--- config.mk ---
export PLATFORM = sky130hd
export DESIGN_NAME = simd_sat_adder
export DESIGN_NICKNAME = d
export VERILOG_FILES = /design/src/rtl/simd_add_pkg.sv /design/src/rtl/simd_add_ctrl.sv /design/src/rtl/simd_add_datapath.sv /design/src/rtl/simd_sat_adder.sv
export SDC_FILE = /design/constraint.sdc
export NUM_CORES = 1
export LEC_CHECK = 0
export BUFFER_PORTS_ARGS = -buffer_cell sky130_fd_sc_hd__buf_2
export CORE_ASPECT_RATIO = 1.25
export CORE_MARGIN = 2
export CORE_UTILIZATION = 35
export DETAILED_ROUTE_END_ITERATION = 7
export SLEW_MARGIN = 20
export SYNTH_ARGS = -nofsm -noshare
export SYNTH_HDL_FRONTEND = slang
export SYNTH_SLANG_ARGS = --single-unit
export TNS_END_PERCENT = 20
--- constraint.sdc ---
create_clock -name clk -period 9.45 [get_ports clk]
set_clock_uncertainty 0.05 [all_clocks]
set_input_delay 0 -clock clk [delete_from_list [all_inputs] [get_ports clk]]
set_output_delay 0 -clock clk [all_outputs]
set_load 0.01 [all_outputs]
--- src/rtl/simd_add_pkg.sv ---
package simd_add_pkg;
  typedef enum logic [1:0] {LANE_BYTE = 2'd0, LANE_WORD = 2'd1, LANE_DWORD = 2'd2} laneWidth_e;
  typedef enum logic [1:0] {SAT_WRAP = 2'd0, SAT_SIGNED = 2'd1, SAT_UNSIGNED = 2'd2} satMode_e;

  typedef struct packed {
    logic       vld;
    logic       illegal;
    laneWidth_e width;
    satMode_e   sat;
  } addCtrl_t;

  localparam logic [7:0] OP_ADD_B_WRAP  = 8'hFC;
  localparam logic [7:0] OP_ADD_D_WRAP  = 8'hFE;
  localparam logic [7:0] OP_ADD_B_SSAT  = 8'hEC;
  localparam logic [7:0] OP_ADD_W_SSAT  = 8'hED;
  localparam logic [7:0] OP_ADD_B_USAT  = 8'hDC;
endpackage

--- src/rtl/simd_add_ctrl.sv ---
module simd_add_ctrl
  import simd_add_pkg::*;
(
  input  logic       clk,
  input  logic       rstN,
  input  logic       inValid,
  input  logic [7:0] opSel,
  output addCtrl_t   stage1Ctrl,
  output logic       outValid,
  output logic       illegalOp
);
  addCtrl_t decoded;

  always_comb begin
    decoded         = '0;
    decoded.vld     = inValid;
    decoded.width   = LANE_BYTE;
    decoded.sat     = SAT_WRAP;
    decoded.illegal = 1'b0;
    case (opSel)
      OP_ADD_B_WRAP: begin decoded.width = LANE_BYTE;  decoded.sat = SAT_WRAP;     end
      OP_ADD_D_WRAP: begin decoded.width = LANE_DWORD; decoded.sat = SAT_WRAP;     end
      OP_ADD_B_SSAT: begin decoded.width = LANE_BYTE;  decoded.sat = SAT_SIGNED;   end
      OP_ADD_W_SSAT: begin decoded.width = LANE_WORD;  decoded.sat = SAT_SIGNED;   end
      OP_ADD_B_USAT: begin decoded.width = LANE_BYTE;  decoded.sat = SAT_UNSIGNED; end
      default:       decoded.illegal = 1'b1;
    endcase
  end

  always_ff @(posedge clk or negedge rstN) begin
    if (!rstN) begin
      stage1Ctrl <= '0;
      outValid   <= 1'b0;
      illegalOp  <= 1'b0;
    end else begin
      stage1Ctrl <= decoded;
      outValid   <= stage1Ctrl.vld;
      illegalOp  <= stage1Ctrl.vld & stage1Ctrl.illegal;
    end
  end
endmodule

--- src/rtl/simd_add_datapath.sv ---
module simd_add_datapath
  import simd_add_pkg::*;
#(
  parameter int DATA_W = 64
) (
  input  logic              clk,
  input  logic              rstN,
  input  logic              inValid,
  input  logic [DATA_W-1:0] opA,
  input  logic [DATA_W-1:0] opB,
  input  addCtrl_t          stage1Ctrl,
  output logic [DATA_W-1:0] result
);
  localparam int NUM_BYTES = DATA_W / 8;

  logic [DATA_W-1:0]    aReg, bReg;
  logic [DATA_W-1:0]    rawSum;
  logic [NUM_BYTES-1:0] byteCarry;
  logic [DATA_W-1:0]    satSum;
  int                   laneBytes;

  always_comb begin
    case (stage1Ctrl.width)
      LANE_WORD:  laneBytes = 2;
      LANE_DWORD: laneBytes = 4;
      default:    laneBytes = 1;
    endcase
  end

  // Stage 1: capture operands
  always_ff @(posedge clk or negedge rstN) begin
    if (!rstN) begin
      aReg <= '0;
      bReg <= '0;
    end else if (inValid) begin
      aReg <= opA;
      bReg <= opB;
    end
  end

  // Byte-granular carry chain, broken at each lane start
  always_comb begin
    logic       carry;
    logic [8:0] partial;
    carry = 1'b0;
    for (int i = 0; i < NUM_BYTES; i++) begin
      if ((i & (laneBytes - 1)) == 0) carry = 1'b0;
      partial = {1'b0, aReg[i*8 +: 8]} + {1'b0, bReg[i*8 +: 8]} + {8'd0, carry};
      rawSum[i*8 +: 8] = partial[7:0];
      byteCarry[i]     = partial[8];
      carry            = partial[8];
    end
  end

  // Per-lane clamp, decided at the lane's top byte
  always_comb begin
    int   top;
    logic aSign, bSign, rSign, sOvf;
    satSum = rawSum;
    for (int i = 0; i < NUM_BYTES; i++) begin
      top   = i | (laneBytes - 1);
      aSign = aReg[top*8 + 7];
      bSign = bReg[top*8 + 7];
      rSign = rawSum[top*8 + 7];
      sOvf  = (aSign == bSign) && (rSign != aSign);
      if (stage1Ctrl.sat == SAT_SIGNED && sOvf) begin
        if (i == top) satSum[i*8 +: 8] = aSign ? 8'h80 : 8'h7F;
        else          satSum[i*8 +: 8] = aSign ? 8'h00 : 8'hFF;
      end else if (stage1Ctrl.sat == SAT_UNSIGNED && byteCarry[top]) begin
        satSum[i*8 +: 8] = 8'hFF;
      end
    end
  end

  // Stage 2: result register
  always_ff @(posedge clk or negedge rstN) begin
    if (!rstN) begin
      result <= '0;
    end else if (stage1Ctrl.vld) begin
      result <= stage1Ctrl.illegal ? '0 : satSum;
    end
  end
endmodule

--- src/rtl/simd_sat_adder.sv ---
module simd_sat_adder
  import simd_add_pkg::*;
#(
  parameter int DATA_W = 64
) (
  input  logic              clk,
  input  logic              rstN,
  input  logic              inValid,
  input  logic [7:0]        opSel,
  input  logic [DATA_W-1:0] opA,
  input  logic [DATA_W-1:0] opB,
  output logic              outValid,
  output logic [DATA_W-1:0] result,
  output logic              illegalOp
);
  addCtrl_t stage1Ctrl;

  simd_add_ctrl u_ctrl (
    .clk        (clk),
    .rstN       (rstN),
    .inValid    (inValid),
    .opSel      (opSel),
    .stage1Ctrl (stage1Ctrl),
    .outValid   (outValid),
    .illegalOp  (illegalOp)
  );

  simd_add_datapath #(.DATA_W(DATA_W)) u_dp (
    .clk        (clk),
    .rstN       (rstN),
    .inValid    (inValid),
    .opA        (opA),
    .opB        (opB),
    .stage1Ctrl (stage1Ctrl),
    .result     (result)
  );
endmodule

==> impl_metrics.yaml <==
power_and_ir_drop:
  p_leak_nw: 6.79
  ir_drop_mv: 0.0935
  powerDensity_nw_per_um2: 159
critical_path:
  path_class: "flip-flop to flip-flop"
  critPathMaxStageDelay_ns: 0.58
  required_ns: 9.78
  critPathMostFrequentCell: "fa_1"
  end_kind: "flip-flop"
  crit_fanout: 8
  crit_arrival_ns: 9.00
  crit_slowest_cell: "or4_4"
  worstSetupStartpointType: "flip-flop"
final_layout:
  layout_common_cells: "202 x buf_2, 200 x dfrtp_1, 138 x dlygate4sd3_1, 123 x mux2_2, 71 x nor2_1"
  regArea_sq_um: 5000
  instances_no_fill: 1770
  syn_to_final_growth_pct: 30.6
  nets: 1559
  drive_gt1_share_pct: 28.2
  mostFrequentLayoutCell: "buf_2"
  multi_input_area_sq_um: 6030
  fill_cells: 2985
yosys:
  synth_top_area_share_pct: 44.4
  ys_seq_elements: 200
  syn_avg_cell_area_sq_um: 11.1
  ys_seq_area_share_pct: 44.4
  ys_warn_count: 0
  synth_area_leaders: "dfrtp_1 44%, mux2_2 12%, ha_1 6.9%, fa_1 2.5%, nor2_1 2.4%"
  ys_async_sr_fraction_pct: 100
  synth_nets: 1227
  synthCells: 1012
  synth_area_sq_um: 11300
  ys.flop_type: "dfrtp_1"
  yosysTopAreaCell: "dfrtp_1"
  synth_edf_count: 0
  yosysUniqueCellTypes: 71
timing:
  setup_violations: 0
  rsz0062_at_grt: "no"
  maxSlewHeadroom_pct: 28.1
  setup_ws_ns: 0.780
  drv_slew: 0
  fin_setup_tns_ns: 0
  worst_pin_slew_ns: 1.07
  finalCritPeriodShare_pct: 91.7
  max_freq_ghz: 0.115
  hold_violations: 0
  period_needed_ns: 8.67
global_routing:
  gr-total-overflow: 0
  grt_max_degree: 78
  grt_pass1_vias: 9626
  grt.total_usage_pct: 19.6
  grt_antenna_before_repair: 1
  grt_first_pass_wirelength_um: 51400
drt:
  postRouteWirelength_um: 32500
  drc: 0
  routed_via_density: 5.30
  first_pass_iters: 7
  num_vias: 9373
  wl_per_cell_um: 18.4
  initialDrtViolationCount: 672
  ant_nets: 0
floorplan:
  core-area_sq_um: 31800
  die_x_um: 165
  dieArea_sq_um: 33700
  ioPinCount: 205
  start_util_pct: 35.5
  die_h_um: 205
  num_rows: 73
place:
  pre_cts_ws_ns: 0.615
  io_buffers: 204
  dp_cells: 1599
  place_hpwl_um: 23300
  gp_congestion: 0.887
clock_tree:
  cts_tree: "done"
  clock-root-buffer: "clkbuf_16"
  clk_latency_ns: 0.45
  cts-buffers-inserted: 17
  clock_sinks: 200
  h-tree-depth: 4
  clockBufferDepth: 2
  clk_pin_slew_ns: 0.08
run_status:
  status: "complete, no violations"
flow_run:
  drv_cap: 0
min_path:
  hp-class: "input pin to asynchronous set/reset pin"
## state kept, by name (all words and copies together), names as in the netlist
signal,flops
u_dp.result,64
u_ctrl.illegalOp,1
u_dp.aReg,64
u_dp.bReg,64
u_ctrl.stage1Ctrl,6
u_ctrl.outValid,1
## what timing repair did
item / in CTS / in global routing
hold endpoints to repair: 209 / 0
resized for setup: 0 / 1
buffers inserted: 0 / 0
hold buffers: 138 / 0
endpoints found under the setup margin: 0 / 14
## per-layer routing
| metal | GRT usage [%] | part of all wire, % | vias up |
|---|---|---|---|
| li1 | - | - | 4430 |
| met4 | 6.80 | 2.4 | 0 |
| met1 | 24.9 | 43 | 4628 |
| met2 | 33.4 | 50 | 267 |
| met5 | 0 | 0 | - |
| met3 | 3.58 | 4.6 | 48 |
## where the power goes
part | switching, mW | internal [mW]
combinational | 0.325 | 0.310
clock | 0.358 | 0.387
sequential | 0.0512 | 0.914
## final timing paths
kind                                       from                   end  slack [ns]  cells past startpoint
worst min register to register  u_dp.result[47]       u_dp.result[47]        0.44                      2
max in group asynchronous                  rstN         u_dp.bReg[15]        7.17                      4
worst max-delay path               u_dp.bReg[0]       u_dp.result[17]        0.78                     28
worst min-delay path                       rstN         u_dp.aReg[53]        0.07                      2
min in group clk                        inValid  u_ctrl.stage1Ctrl[5]        0.07                      1
worst max register to register     u_dp.bReg[0]       u_dp.result[17]        0.78                     28
## area by class of cell
type	count	area share, %
antenna	1	0.0170
multi-input combinational	744	41.0
inverter	32	0.824
tap	412	3.50
clock buffer	19	3.07
timing repair buffer	349	16.7
clock inverter	13	0.909
sequential	200	34.0
## cells by family (layout without fill, tap and decap cells)
| group | count (synthesis) | after routing | share of synthesized area, % |
|---|---|---|---|
| AO/OA/AOI/OAI | 243 | 243 | 15.5 |
| XOR/XNOR | 38 | 38 | 2.95 |
| adder cells (fa/ha/maj) | 76 | 76 | 9.36 |
| buffers and inverters | 68 | 413 | 2.26 |
| flip-flops | 200 | 200 | 44.4 |
| multiplexers | 143 | 143 | 14.7 |
| other | 2 | 3 | 0.0666 |
| AND/OR/NAND/NOR | 242 | 242 | 10.9 |
## synth_stat cells (7+ instances only)
library cell  count
a211oi_1          7
a21o_1           14
a21oi_1          41
a221o_1          21
a2bb2oi_1         7
a31oi_1           9
clkbuf_1         34
dfrtp_1         200
fa_1             14
ha_1             62
inv_1            31
mux2_2          123
mux2i_1          14
nand2_1          42
nand2b_1          9
nand3_1          17
nor2_1           71
nor2b_1          22
nor3_1           23
nor4_1           14
o211ai_1          9
o21a_1           17
o21ai_0          39
o22ai_1           7
o2bb2ai_1        28
or3_1             8
xnor2_1          26
xor2_1           12
## worst max-delay path, delay by kind of cell (launching register included)
| kind | cells | cell delay (ns) |
|---|---|---|
| DFF | 1 | 0.39 |
| and+or+nand+nor | 7 | 1.90 |
| adders and majority gates | 7 | 2.53 |
| muxes | 1 | 0.53 |
| AOI/OAI and AO/OA | 13 | 3.17 |
## stage by stage
stage               util [%]  instance area (sq um)  total power, mW  hold slack, ns
finish                  46.3                  14700             2.35          0.0657
floorplan                  -                  11300             1.39          -0.346
CTS                     46.3                  14700             2.37          0.0668
global placement        40.1                  12700             1.56          0.0330
global route            46.3                  14700             2.48          0.0780
detailed placement      40.1                  12800             1.57          0.0246
(Power assumes the default switching activity.)
